`src/rtl/pll_ld_pkg.sv`:
```
package pll_ld_pkg;
  // Result of one evaluated phase-detector cycle, registered in the datapath
  typedef struct packed {
    logic done;  // one-cycle strobe: a phase error was measured
    logic good;  // error below the lock threshold
    logic bad;   // error above the unlock threshold
  } pdStrobe_t;

  typedef enum logic {ST_UNLOCKED = 1'b0, ST_LOCKED = 1'b1} lockState_t;
endpackage

```
`src/rtl/pll_ld_datapath.sv`:
```
module pll_ld_datapath #(
  parameter int TIMER_W    = 6,
  parameter int LOCK_THR   = 6,
  parameter int UNLOCK_THR = 10
) (
  input  logic                   clk,
  input  logic                   rst,
  input  logic                   refDiv,
  input  logic                   fbDiv,
  output pll_ld_pkg::pdStrobe_t  stb
);
  localparam logic [TIMER_W-1:0] TIMER_MAX = {TIMER_W{1'b1}};
  localparam logic [TIMER_W-1:0] LOCK_LIM  = TIMER_W'(LOCK_THR);
  localparam logic [TIMER_W-1:0] UNLK_LIM  = TIMER_W'(UNLOCK_THR);

  logic refPrev, fbPrev;
  logic refRise, fbRise;
  logic measuring, waitFb;
  logic [TIMER_W-1:0] timer;
  logic finishNow;
  logic [TIMER_W-1:0] errNow;

  assign refRise = refDiv & ~refPrev;
  assign fbRise  = fbDiv & ~fbPrev;

  always_comb begin
    finishNow = 1'b0;
    errNow    = '0;
    if (!measuring) begin
      finishNow = refRise & fbRise;
    end else begin
      finishNow = waitFb ? fbRise : refRise;
      errNow    = timer;
    end
  end

  always_ff @(posedge clk) begin
    if (rst) begin
      refPrev   <= 1'b0;
      fbPrev    <= 1'b0;
      measuring <= 1'b0;
      waitFb    <= 1'b0;
      timer     <= '0;
      stb       <= '0;
    end else begin
      refPrev  <= refDiv;
      fbPrev   <= fbDiv;
      stb.done <= finishNow;
      if (finishNow) begin
        stb.good  <= (errNow < LOCK_LIM);
        stb.bad   <= (errNow > UNLK_LIM);
        measuring <= 1'b0;
      end else if (!measuring) begin
        if (refRise || fbRise) begin
          measuring <= 1'b1;
          waitFb    <= refRise;
          timer     <= TIMER_W'(1);
        end
      end else if (timer != TIMER_MAX) begin
        timer <= timer + 1'b1;
      end
    end
  end
endmodule

```
`src/rtl/pll_ld_control.sv`:
```
module pll_ld_control #(
  parameter int LOCK_CNT_LO = 3,
  parameter int LOCK_CNT_HI = 5
) (
  input  logic                  clk,
  input  logic                  rst,
  input  logic                  countSel,
  input  pll_ld_pkg::pdStrobe_t stb,
  output logic                  lockOut
);
  import pll_ld_pkg::*;
  localparam int GC_W = $clog2(LOCK_CNT_HI + 1);

  lockState_t state;
  logic [GC_W-1:0] goodCnt;
  logic [GC_W-1:0] needCnt;
  logic [GC_W-1:0] goodNext;

  assign needCnt  = countSel ? GC_W'(LOCK_CNT_HI) : GC_W'(LOCK_CNT_LO);
  assign goodNext = goodCnt + 1'b1;
  assign lockOut  = (state == ST_LOCKED);

  always_ff @(posedge clk) begin
    if (rst) begin
      state   <= ST_UNLOCKED;
      goodCnt <= '0;
    end else if (stb.done) begin
      if (state == ST_LOCKED) begin
        if (stb.bad) begin
          state   <= ST_UNLOCKED;
          goodCnt <= '0;
        end
      end else if (stb.good) begin
        if (goodNext >= needCnt) begin
          state   <= ST_LOCKED;
          goodCnt <= '0;
        end else begin
          goodCnt <= goodNext;
        end
      end else begin
        goodCnt <= '0;
      end
    end
  end
endmodule

```
`src/rtl/pll_lock_detect.sv`:
```
module pll_lock_detect #(
  parameter int TIMER_W     = 6,
  parameter int LOCK_THR    = 6,
  parameter int UNLOCK_THR  = 10,
  parameter int LOCK_CNT_LO = 3,
  parameter int LOCK_CNT_HI = 5
) (
  input  logic clk,
  input  logic rst,
  input  logic refDiv,
  input  logic fbDiv,
  input  logic countSel,
  output logic lockOut
);
  pll_ld_pkg::pdStrobe_t stb;

  pll_ld_datapath #(
    .TIMER_W(TIMER_W), .LOCK_THR(LOCK_THR), .UNLOCK_THR(UNLOCK_THR)
  ) dp_i (
    .clk(clk), .rst(rst), .refDiv(refDiv), .fbDiv(fbDiv), .stb(stb)
  );

  pll_ld_control #(
    .LOCK_CNT_LO(LOCK_CNT_LO), .LOCK_CNT_HI(LOCK_CNT_HI)
  ) ctl_i (
    .clk(clk), .rst(rst), .countSel(countSel), .stb(stb), .lockOut(lockOut)
  );
endmodule

```
`config.mk`:
```
export PLATFORM = sky130hd
export DESIGN_NAME = pll_lock_detect
export DESIGN_NICKNAME = d
export VERILOG_FILES = /design/src/rtl/pll_ld_pkg.sv /design/src/rtl/pll_ld_datapath.sv /design/src/rtl/pll_ld_control.sv /design/src/rtl/pll_lock_detect.sv
export SDC_FILE = /design/constraint.sdc
export NUM_CORES = 1
export LEC_CHECK = 0
export BUFFER_PORTS_ARGS = -buffer_cell sky130_fd_sc_hd__buf_2
export CAP_MARGIN = 25
export CORE_AREA = 2 2 47 49
export DETAILED_ROUTE_END_ITERATION = 8
export DIE_AREA = 0 0 49 51
export GPL_TIMING_DRIVEN = 0
export PLACE_DENSITY = 0.65
export SETUP_SLACK_MARGIN = 0.02
export SYNTH_ARGS = -nofsm -noshare
export SYNTH_HDL_FRONTEND = slang
export SYNTH_SLANG_ARGS = --single-unit
```
`constraint.sdc`:
```
create_clock -name clk -period 3.4 [get_ports clk]
set_input_delay 0.85 -clock clk [delete_from_list [all_inputs] [get_ports clk]]
set_output_delay 0.85 -clock clk [all_outputs]
set_load 0.05 [all_outputs]
```
==> flow_metrics.py <==
metrics = {
    "sta": {
        "relSlewSlack_pct": 68.1,
        "worstMarginPinSlew_ns": 0.474,
        "hold_violations": 0,
        "tns_ns": 0,
        "hold_ws_ns": 0.454,
        "max_freq_mhz": 521,
        "grt_setup_unrepaired": "false",
        "finClkSkew_ns": 0.00201,
        "post-route-period-util_pct": 56.4,
        "min_period_ns": 1.92,
        "slew_violations": 0,
        "setup_viol": 0,
    },
    "power_and_ir_drop": {
        "vdd_drop_max_mv": 0.207,
        "leakage_nw": 0.390,
        "power_density_nw_per_um2": 369,
    },
    "placement": {
        "placed_cells": 139,
        "gp_congestion": 0.825,
        "dp_hpwl_um": 1380,
        "numPortBuffers": 5,
    },
    "global_routing": {
        "grt_pass1_vias": 777,
        "grtUsageMet2_pct": 29.0,
        "grt_pass1_wl_um": 3230,
        "grt_antenna_before_repair": 0,
        "grt_util_met3_pct": 1.75,
        "gr-total-overflow": 0,
        "gr-usage-all-layers_pct": 16.7,
        "use_met1_pct": 20.2,
        "grt-busiest-layer": "met2",
        "grt_max_degree": 11,
    },
    "final_layout": {
        "multi_input_area_um2": 579,
        "finalNonFillerCells": 143,
        "regArea_um2": 340,
        "drive_above_1_share_pct": 17.4,
        "areaGrowthSynthToFinish_pct": 8.80,
        "antenna_cells": 0,
        "nNetsFinal": 125,
        "fillers": 203,
    },
    "worst_setup_path": {
        "criticalPathCategory": "reg -> reg",
        "worstPathCellList": "ha_1 -> nor2b_1 -> or2_2 -> ha_1 -> nor3b_1 -> o211ai_1 -> a21oi_1",
        "slowest_stage": "nor3b_1",
        "cpLargestDelayFamily": "simple AND/OR/NAND/NOR gates",
        "path_common_cell": "ha_1",
        "path_buf_inv": 0,
        "r2r_start": "ctl_i.goodCnt[0]$_SDFFE_PP0P_",
        "cp.required_ns": 3.63,
        "start_kind": "register",
        "cp-startpoint": "ctl_i.goodCnt[0]$_SDFFE_PP0P_",
        "arrival_ns": 2.15,
        "endpoint_kind": "register",
        "reg2reg_slack_ns": 1.48,
        "path_max_fanout": 4,
        "max_stage_delay_ns": 0.38,
    },
    "run_status": {
        "outcome": "finished, final reports clean",
    },
    "die": {
        "die_x_um": 49,
        "io_pins": 6,
        "die_area_um2": 2500,
        "core-area_um2": 2060,
        "die_y_um": 51,
        "initial_core_util_pct": 47.5,
        "rows": 17,
    },
    "synthesis": {
        "synth_cells": 106,
        "synth-main-ff-cell": "dfxtp_1",
        "synth_edf_count": 0,
        "synth.yosys.warnings": 0,
        "synthArstFlopShare_pct": 0,
        "syn_avg_cell_area_um2": 9.25,
        "synth.distinct_cells": 35,
        "ys_seq_area_share_pct": 34.7,
        "syn_area_um2": 981,
        "syn_nets": 115,
        "synth_seq_cells": 17,
    },
    "route": {
        "wl_um": 1810,
        "vias": 794,
        "drc": 0,
        "dr.pass1.iters": 4,
        "via_per_inst": 5.55,
        "wl_per_cell_um": 12.6,
        "ant_nets": 0,
        "initialDrtViolationCount": 10,
    },
    "cts": {
        "post_cts_resized": 0,
        "clk_pin_slew_ns": 0.10,
        "cts_tree": "done",
        "htreeDepth": 1,
        "clk_latency_ns": 0.29,
        "cts_buffers": 3,
        "clock-sinks": 17,
        "root_buffer": "clkbuf_4",
        "cts_setup_buffers": 0,
        "cts_buffer_depth": 2,
        "hold_buffers": 0,
    },
    "worst_hold_path": {
        "hold_path.class": "reg -> reg",
        "worstHoldStart": "dp_i.stb[0]$_SDFFE_PP0P_",
    },
    "job": {
        "drv_cap": 0,
    },
}
final timing paths:
path / end / depth (start not counted)
worst min register to register: dp_i.stb[0]$_SDFFE_PP0P_ / 2
worst max register to register: ctl_i.goodCnt[2]$_SDFFE_PP0P_ / 7
worst max-delay path: ctl_i.goodCnt[2]$_SDFFE_PP0P_ / 7
worst min-delay path: dp_i.stb[0]$_SDFFE_PP0P_ / 2
flip-flops by register name, summed over array words and instances (netlist names):
signal / flops
ctl_i.lockOut: 1
dp_i.measuring: 1
dp_i.fbPrev: 1
dp_i.waitFb: 1
dp_i.stb: 3
dp_i.timer: 6
ctl_i.goodCnt: 3
dp_i.refPrev: 1
per-stage QoR:
| step | area (um2) | utilization [%] | setup slack, ns | total power (W) |
|---|---|---|---|---|
| after detailed placement | 1040 | 50.5 | 1.20 | 0.000287 |
| after CTS | 1070 | 51.7 | 1.49 | 0.000399 |
| after floorplan | 981 | - | 1.45 | 0.000271 |
| final | 1070 | 51.7 | 1.48 | 0.000393 |
| after global routing | 1070 | 51.7 | 1.35 | 0.000414 |
| after global placement | 1040 | 50.5 | 1.21 | 0.000286 |
tightest hold or removal path, delay by kind of cell, from the launching register on:
family           cells  cell delay [ns]
AO/OA/AOI/OAI        1             0.05
flip-flops           1             0.32
AND/OR/NAND/NOR      1             0.05
cells in the mapped netlist, types with 2 or more instances:
cell / instances / area (um2)
inv_1: 9 / 33.8
mux2i_1: 4 / 40.0
clkbuf_1: 2 / 7.51
nand4bb_1: 2 / 22.5
nor2b_1: 5 / 31.3
nand3_1: 4 / 20.0
dfxtp_1: 17 / 340
nor3_1: 2 / 10.0
nor2_1: 4 / 15.0
ha_1: 4 / 50.1
nand4b_1: 3 / 26.3
and3_1: 2 / 12.5
a21oi_1: 7 / 35.0
nand2_1: 4 / 15.0
and2b_1: 2 / 15.0
nor4_2: 4 / 50.1
o21ai_0: 4 / 20.0
o211ai_1: 10 / 75.1
kinds of logic (layout without fill, tap and decap cells):
| kind of cell | Yosys count | in the layout | share of synthesized area [%] |
|---|---|---|---|
| XOR/XNOR | 1 | 1 | 1.66 |
| AND/OR/NAND/NOR | 40 | 40 | 30.2 |
| flip-flops | 17 | 17 | 34.7 |
| AO/OA/AOI/OAI | 26 | 26 | 18.0 |
| buffers and inverters | 14 | 23 | 6.25 |
| multiplexers | 4 | 4 | 4.08 |
| adder cells (fa/ha/maj) | 4 | 4 | 5.10 |
final cells by class:
cell class	count	share of cell area, %
plain buffers	4	2.23
inverters	10	3.52
flip-flops and latches	17	31.9
well taps	28	3.28
clock buffers	4	2.46
multi-input cells	75	54.3
repair buffers	5	2.34
report_power, final:
group | switching (W) | internal (W) | leakage [nW]
combinational | 0.0000425 | 0.0000246 | 0.237
clock | 0.0000652 | 0.0000457 | 0.0150
sequential | 0.00000719 | 0.000208 | 0.139
total | 0.000115 | 0.000278 | 0.390
layout by cell type, fill, tap and decap left out, types with 2 or more instances in the layout:
cell / Yosys / final
nand3_1: 4 / 4
nand4bb_1: 2 / 2
clkbuf_1: 2 / 3
ha_1: 4 / 4
mux2i_1: 4 / 4
nor3_1: 2 / 2
nand4b_1: 3 / 3
and3_1: 2 / 2
nand2_1: 4 / 4
buf_2: 1 / 6
nor2_1: 4 / 4
o211ai_1: 10 / 10
nor2b_1: 5 / 5
nor4_2: 4 / 4
a21oi_1: 7 / 7
o21ai_0: 4 / 4
clkbuf_4: 0 / 3
dfxtp_1: 17 / 17
and2b_1: 2 / 2
inv_1: 9 / 9
layer usage:
metal | vias up | part of all wire [%]
met5 | - | 0
met4 | 0 | 2.2
met3 | 5 | 2.2
met2 | 8 | 46
met1 | 369 | 49
li1 | 412 | -
Note: power is estimated with default switching activity, not from simulation.
